===== src/rtl/bfc_pkg.sv =====
package bfc_pkg;
  localparam int NCAUSE = 6;
  localparam int CNT_W = 32;
  localparam int REG_W = 32;

  localparam int C_MB = 0;
  localparam int C_EVID = 1;
  localparam int C_HDR = 2;
  localparam int C_AFULL = 3;
  localparam int C_MAN = 4;
  localparam int C_PAUSE = 5;

  localparam int CTL_SWFLUSH = 0;
  localparam int CTL_FLUSH_EN = 1;
  localparam int CTL_CNT_CLR = 3;
  localparam int CTL_AF_EN = 10;
  localparam int CTL2_MANUAL = 24;

  localparam logic [REG_W-1:0] SELF_CLR_MASK =
    (REG_W'(1) << CTL_SWFLUSH) | (REG_W'(1) << CTL_CNT_CLR);

  // Assemble the active-cause vector from the raw flags and the gating controls.
  function automatic logic [NCAUSE-1:0] gate_causes(
    input logic mb, input logic evid, input logic hdr, input logic af,
    input logic af_en, input logic man, input logic pause);
    logic [NCAUSE-1:0] v;
    v = '0;
    v[C_MB] = mb;
    v[C_EVID] = evid;
    v[C_HDR] = hdr;
    v[C_AFULL] = af & af_en;
    v[C_MAN] = man;
    v[C_PAUSE] = pause;
    return v;
  endfunction

  function automatic logic [CNT_W-1:0] next_count(
    input logic [CNT_W-1:0] cur, input logic inc, input logic clr);
    if (clr) return '0;
    return cur + CNT_W'(inc);
  endfunction

  function automatic logic [NCAUSE-1:0] next_sticky(
    input logic [NCAUSE-1:0] cur, input logic [NCAUSE-1:0] clr_mask,
    input logic [NCAUSE-1:0] active);
    return (cur & ~clr_mask) | active;
  endfunction
endpackage


===== src/rtl/bfc_ctrl_regs.sv =====
module bfc_ctrl_regs
  import bfc_pkg::*;
(
  input  logic             clk,
  input  logic             rst_n,
  input  logic             ctrl_wr,
  input  logic [REG_W-1:0] ctrl_wdata,
  input  logic             ctrl2_wr,
  input  logic [REG_W-1:0] ctrl2_wdata,
  output logic [REG_W-1:0] ctrl_q,
  output logic [REG_W-1:0] ctrl2_q
);
  always_ff @(posedge clk) begin
    if (!rst_n) begin
      ctrl_q  <= '0;
      ctrl2_q <= '0;
    end else begin
      if (ctrl_wr) ctrl_q <= ctrl_wdata;
      else         ctrl_q <= ctrl_q & ~SELF_CLR_MASK;
      if (ctrl2_wr) ctrl2_q <= ctrl2_wdata;
    end
  end

  // a self-clearing bit with no new write drops on the next edge
  assert_selfclear_R7: assert property (@(posedge clk) disable iff (!rst_n)
    (ctrl_q[CTL_SWFLUSH] && !ctrl_wr) |=> !ctrl_q[CTL_SWFLUSH]);
  assert_cntclr_selfclear_R12: assert property (@(posedge clk) disable iff (!rst_n)
    (ctrl_q[CTL_CNT_CLR] && !ctrl_wr) |=> !ctrl_q[CTL_CNT_CLR]);
endmodule


===== src/rtl/bfc_busy_tree.sv =====
module bfc_busy_tree
  import bfc_pkg::*;
(
  input  logic              clk,
  input  logic              rst_n,
  input  logic              mb_full,
  input  logic              evid_full,
  input  logic              hdr_full,
  input  logic              evt_afull,
  input  logic              pause_req,
  input  logic              af_en,
  input  logic              manual,
  input  logic              stat_clr_wr,
  input  logic [NCAUSE-1:0] stat_clr_data,
  output logic              busy,
  output logic [NCAUSE-1:0] status
);
  logic [NCAUSE-1:0] cause_active;
  logic [NCAUSE-1:0] clr_mask;

  assign cause_active = gate_causes(mb_full, evid_full, hdr_full, evt_afull,
                                    af_en, manual, pause_req);
  assign clr_mask = stat_clr_wr ? stat_clr_data : '0;

  always_ff @(posedge clk) begin
    if (!rst_n) begin
      busy   <= 1'b0;
      status <= '0;
    end else begin
      busy   <= |cause_active;
      status <= next_sticky(status, clr_mask, cause_active);
    end
  end

  assert_mb_busy_R1: assert property (@(posedge clk) disable iff (!rst_n)
    mb_full |=> busy);
  assert_fifo_busy_R2: assert property (@(posedge clk) disable iff (!rst_n)
    (evid_full || hdr_full) |=> busy);
  assert_af_busy_R3: assert property (@(posedge clk) disable iff (!rst_n)
    (evt_afull && af_en) |=> (busy && status[C_AFULL]));
  assert_manual_busy_R4: assert property (@(posedge clk) disable iff (!rst_n)
    manual |=> busy);
  assert_pause_busy_R5: assert property (@(posedge clk) disable iff (!rst_n)
    pause_req |=> busy);
  assert_sticky_hold_R8: assert property (@(posedge clk) disable iff (!rst_n)
    !stat_clr_wr |=> ((status & $past(status)) == $past(status)));
  assert_idle_low_R13: assert property (@(posedge clk) disable iff (!rst_n)
    !(mb_full || evid_full || hdr_full || pause_req || manual ||
      (evt_afull && af_en)) |=> !busy);
endmodule


===== src/rtl/bfc_flush_gen.sv =====
module bfc_flush_gen (
  input  logic clk,
  input  logic rst_n,
  input  logic flush_en,
  input  logic ecr,
  input  logic sw_req,
  output logic flush
);
  logic flush_trig;

  assign flush_trig = flush_en & (ecr | sw_req);

  always_ff @(posedge clk) begin
    if (!rst_n) flush <= 1'b0;
    else        flush <= flush_trig;
  end

  // no flush unless the enable was set at the triggering edge
  assert_flush_gated_R6: assert property (@(posedge clk) disable iff (!rst_n)
    !flush_en |=> !flush);
  assert_ecr_flush_R6: assert property (@(posedge clk) disable iff (!rst_n)
    (flush_en && ecr) |=> flush);
  assert_sw_flush_R7: assert property (@(posedge clk) disable iff (!rst_n)
    (flush_en && sw_req) |=> flush);
endmodule


===== src/rtl/bfc_trig_count.sv =====
module bfc_trig_count
  import bfc_pkg::*;
(
  input  logic             clk,
  input  logic             rst_n,
  input  logic             inc,
  input  logic             clr,
  output logic [CNT_W-1:0] count
);
  always_ff @(posedge clk) begin
    if (!rst_n) count <= '0;
    else        count <= next_count(count, inc, clr);
  end

  assert_count_step_R10: assert property (@(posedge clk) disable iff (!rst_n)
    !clr |=> (count == $past(count) + CNT_W'($past(inc))));
  assert_count_clear_R12: assert property (@(posedge clk) disable iff (!rst_n)
    clr |=> (count == '0));
endmodule


===== src/rtl/busy_flush_ctrl.sv =====
module busy_flush_ctrl
  import bfc_pkg::*;
(
  input  logic              clk,
  input  logic              rst_n,
  input  logic              mb_fifo_full,
  input  logic              evid_fifo_full,
  input  logic              hdr_fifo_full,
  input  logic              evt_fifo_afull,
  input  logic              pause_req,
  input  logic              l1a,
  input  logic              ecr,
  input  logic              ctrl_wr,
  input  logic [31:0]       ctrl_wdata,
  input  logic              ctrl2_wr,
  input  logic [31:0]       ctrl2_wdata,
  input  logic              stat_clr_wr,
  input  logic [5:0]        stat_clr_data,
  output logic [31:0]       ctrl_rd,
  output logic [31:0]       ctrl2_rd,
  output logic              busy,
  output logic              flush,
  output logic [5:0]        busy_status,
  output logic [31:0]       l1a_count,
  output logic [31:0]       l1a_busy_count
);
  localparam int NCNT = 2;

  logic [REG_W-1:0] ctrl_q, ctrl2_q;
  logic [NCNT-1:0] cnt_inc;
  logic [CNT_W-1:0] cnt_val [NCNT];
  logic cnt_clr, busy_trig;

  bfc_ctrl_regs u_regs (
    .clk(clk), .rst_n(rst_n),
    .ctrl_wr(ctrl_wr), .ctrl_wdata(ctrl_wdata),
    .ctrl2_wr(ctrl2_wr), .ctrl2_wdata(ctrl2_wdata),
    .ctrl_q(ctrl_q), .ctrl2_q(ctrl2_q));

  bfc_busy_tree u_busy (
    .clk(clk), .rst_n(rst_n),
    .mb_full(mb_fifo_full), .evid_full(evid_fifo_full),
    .hdr_full(hdr_fifo_full), .evt_afull(evt_fifo_afull),
    .pause_req(pause_req),
    .af_en(ctrl_q[CTL_AF_EN]), .manual(ctrl2_q[CTL2_MANUAL]),
    .stat_clr_wr(stat_clr_wr), .stat_clr_data(stat_clr_data),
    .busy(busy), .status(busy_status));

  bfc_flush_gen u_flush (
    .clk(clk), .rst_n(rst_n),
    .flush_en(ctrl_q[CTL_FLUSH_EN]), .ecr(ecr),
    .sw_req(ctrl_q[CTL_SWFLUSH]), .flush(flush));

  assign cnt_clr   = ctrl_q[CTL_CNT_CLR];
  assign busy_trig = l1a & busy;
  assign cnt_inc   = {busy_trig, l1a};

  for (genvar i = 0; i < NCNT; i++) begin : g_cnt
    bfc_trig_count u_cnt (
      .clk(clk), .rst_n(rst_n),
      .inc(cnt_inc[i]), .clr(cnt_clr), .count(cnt_val[i]));
  end

  assign l1a_count      = cnt_val[0];
  assign l1a_busy_count = cnt_val[1];
  assign ctrl_rd        = ctrl_q;
  assign ctrl2_rd       = ctrl2_q;

  // the busy-only counter never moves on an edge where the total does not
  assert_busy_subset_R11: assert property (@(posedge clk) disable iff (!rst_n)
    !l1a |=> $stable(l1a_busy_count) || $past(cnt_clr));
endmodule


===== config.mk =====
export PLATFORM = sky130hd
export DESIGN_NAME = busy_flush_ctrl
export DESIGN_NICKNAME = d
export VERILOG_FILES = /design/src/rtl/bfc_pkg.sv /design/src/rtl/bfc_ctrl_regs.sv /design/src/rtl/bfc_busy_tree.sv /design/src/rtl/bfc_flush_gen.sv /design/src/rtl/bfc_trig_count.sv /design/src/rtl/busy_flush_ctrl.sv
export SDC_FILE = /design/constraint.sdc
export NUM_CORES = 1
export LEC_CHECK = 0
export BUFFER_PORTS_ARGS = -buffer_cell sky130_fd_sc_hd__buf_2
export CORE_MARGIN = 4
export CORE_UTILIZATION = 44
export CTS_CLUSTER_SIZE = 12
export DETAILED_ROUTE_END_ITERATION = 10
export MAX_ROUTING_LAYER = met4
export PLACE_DENSITY = 0.81
export SYNTH_ARGS = -nofsm -noshare
export SYNTH_HDL_FRONTEND = slang
export SYNTH_SLANG_ARGS = --single-unit

===== constraint.sdc =====
create_clock -name clk -period 2.29 [get_ports clk]
set_input_delay 0.1145 -clock clk [delete_from_list [all_inputs] [get_ports clk]]
set_output_delay 0.1145 -clock clk [all_outputs]
set_load 0.02 [all_outputs]

==> results.md <==
- Synth Register Bits: 136
- Crit path time final: 2.179 ns
- EDFF count, synth: 0
- Setup_tns: 0 ns
- CP Capture Type: register
- Async SR Flop Fraction: 0%
- Outcome: completed
- First-pass DRT Iterations: 4
- Die span in x: 121.7 um
- Postcts setup bufs: 0
- Commonest non-fill, non-tap cells in the layout: 217 x buf_2, 135 x dfxtp_1, 69 x nor2b_1, 69 x dlygate4sd3_1, 65 x mux2i_1
- Fmax: 459.0 MHz
- Via density: 5.223
- Leak Pwr: 3.768 nW
- Max_cap viols: 0
- Worst Tran Pin Value: 0.6148 ns
- Die height: 121.7 um
- CP Data Required Time: 2.64 ns
- Tcrit/Tclk final: 95.13%
- Max_slew headroom: 58.64%
- Syn_nets: 677
- Hold Crit Class: primary input to register
- Hold slack: 0.02818 ns
- Final Non-Filler Cells: 1,065
- Placer Congestion: 0.8082
- Vias in the first global route: 5,615
- Register Area: 0.002724 mm^2
- Via count: 5,563
- Synthesized instance count: 591
- Antenna violations before repair: 0
- Total gr overflow: 0
- Synth Flop Type: dfxtp_1
- Global-route wire length before repair: 28.08 mm
- Filler Cells Inserted: 951
- Final setup vio count: 0
- Clk root buf: clkbuf_16
- Total power: 6.044 mW
- DRC violations left: 0
- Core area: 0.01262 mm^2
- IO Count: 218
- Dpl cells: 965
- Most common cell after layout, fill and taps aside: buf_2
- Ant. Diodes: 0
- Synth unique cells: 38
- Post-route cell area: 0.008358 mm^2
- ANT nets after route: 0
- CTS tree: done
- Worst Skew: 0.009780 ns
- Detailed Place HPWL: 10.71 mm
- Syn_area_per_cell: 9.618 um^2
- Clock latency on the worst-skew pair: 0.42 ns
- Final layout net count: 967
- Placed Area: 0.007023 mm^2
- Worst Path Max Fanout: 16
- Layout cells sized above 1: 31.47%
- Rows: 41
- Syn. warnings: 0
- Synthesized area: 0.005684 mm^2
- Drt wl/cell: 16.43 um
- GRT Total Usage: 24.36%
- Buffers on Ports: 217
- Multi-input gate area: 0.002758 mm^2
- Routed wire length: 17.49 mm
- Area grow syn2layout: 47.04%
- Clock Sinks: 136
- Worst setup path category: register to register
- Iter 0 DRT Violations: 382
- Max clock buf depth: 2
- Die area: 0.01480 mm^2
- WP data arrival: 2.53 ns
- Slew Viols, Final: 0
- H-tree Lvls: 4
- Total CTS buffers: 17
- Crit start category: register
- Peak supply drop: 0.4756 mV
- Largest net degree at the start of global routing: 73
- Share of the yosys chip area belonging to registers: 47.90%
- Clock transition at path regs: 0.06 ns
- Hold Fails Final Rpt: 0
- Power per cell area: 723.2 mW/mm^2
- Initial Utilization: 45.04%
## synthesized netlist by cell type, types with 3 or more instances
library cell	number	area share, %
clkbuf_1	25	1.7
nor4_1	10	1.1
and4_1	8	1.2
xnor2_1	12	1.8
and2_1	7	0.77
nor2b_1	69	7.6
ha_1	4	0.88
a21oi_1	35	3.1
nand4_1	19	2.1
nor3_1	4	0.35
nand3_1	23	2.0
and3_1	6	0.66
buf_1	7	0.46
nor2_1	29	1.9
o21ai_0	9	0.79
inv_1	10	0.66
buf_4	5	0.66
xor2_1	13	2.0
nand2_1	27	1.8
dfxtp_1	136	48
o31ai_1	20	2.6
mux2i_1	65	11
nand2b_1	3	0.33
or4_1	22	2.9
or3_1	7	0.77
## critical path, stage by stage, from the launching register on
cell and delay (ns):
dfxtp_2 0.32, and2_1 0.11, ha_2 0.20, buf_4 0.12, nand4_1 0.13, or4_4 0.52
buf_6 0.17, or4_1 0.41, a21oi_1 0.15
## final cells by class
| class | instances | share of cell area (%) |
|---|---|---|
| inverters | 10 | 0.4491 |
| flip-flops and latches | 136 | 32.59 |
| clock inverters | 8 | 1.707 |
| repair buffers | 311 | 23.85 |
| multi-input cells | 405 | 32.99 |
| clock buffers | 23 | 5.838 |
| well taps | 172 | 2.575 |
## flip-flops by register name (all words and copies together), names as in the netlist
signal	flops
g_cnt.u_cnt.count	64
u_regs.ctrl2_q	32
u_regs.ctrl_q	32
u_busy.status	6
u_busy.busy	1
u_flush.flush	1
## report_power, final
group	internal, mW	switching, mW
clock	1.93	1.02
combinational	0.288	0.313
sequential	2.45	0.0516
total	4.66	1.38
## stage by stage
stage | worst slack [ns] | util (%)
floorplan | 0.008582 | -
global placement | 0.03457 | 55.65
detailed placement | 0.01314 | 55.65
CTS | 0.003306 | 66.12
global route | -0.005600 | 66.23
finish | 0.1114 | 66.23
## repair_timing
item / 4_1_cts / 5_1_grt
endpoints found under the hold margin: 69 / 0
gates resized for setup: 0 / 4
endpoints found under the setup margin: 0 / 8
hold buffers: 69 / 0
## worst paths after layout
path,start,to,slack [ns],cells after the start
max,u_busy.busy,g_cnt[1].u_cnt.count[29],0.11,8
min,ctrl_wdata[8],u_regs.ctrl_q[8],0.03,3
max reg2reg,u_busy.busy,g_cnt[1].u_cnt.count[29],0.11,8
min reg2reg,g_cnt[1].u_cnt.count[30],g_cnt[1].u_cnt.count[30],0.48,2
## cell families (layout without fill, tap and decap cells)
family	count (synthesis)	in the layout	share of synthesized area (%)
AO/OA/AOI/OAI	72	72	7.660
XOR/XNOR	25	25	3.852
adder cells (fa/ha/maj)	4	4	0.8805
buffers and inverters	50	352	3.808
flip-flops	136	136	47.90
multiplexers	65	65	11.45
AND/OR/NAND/NOR	239	239	24.46
## routing by layer
layer | global-route usage [%] | vias to the layer above | wire [um] | part of all wire, %
met2 | 39.17 | 219 | 8459 | 48
met5 | - | - | 0 | 0
met1 | 28.97 | 2630 | 7325 | 42
met4 | 9.874 | 0 | 463 | 2.6
li1 | - | 2671 | - | -
met3 | 6.685 | 43 | 1245 | 7.1
(Power assumes the default switching activity.)
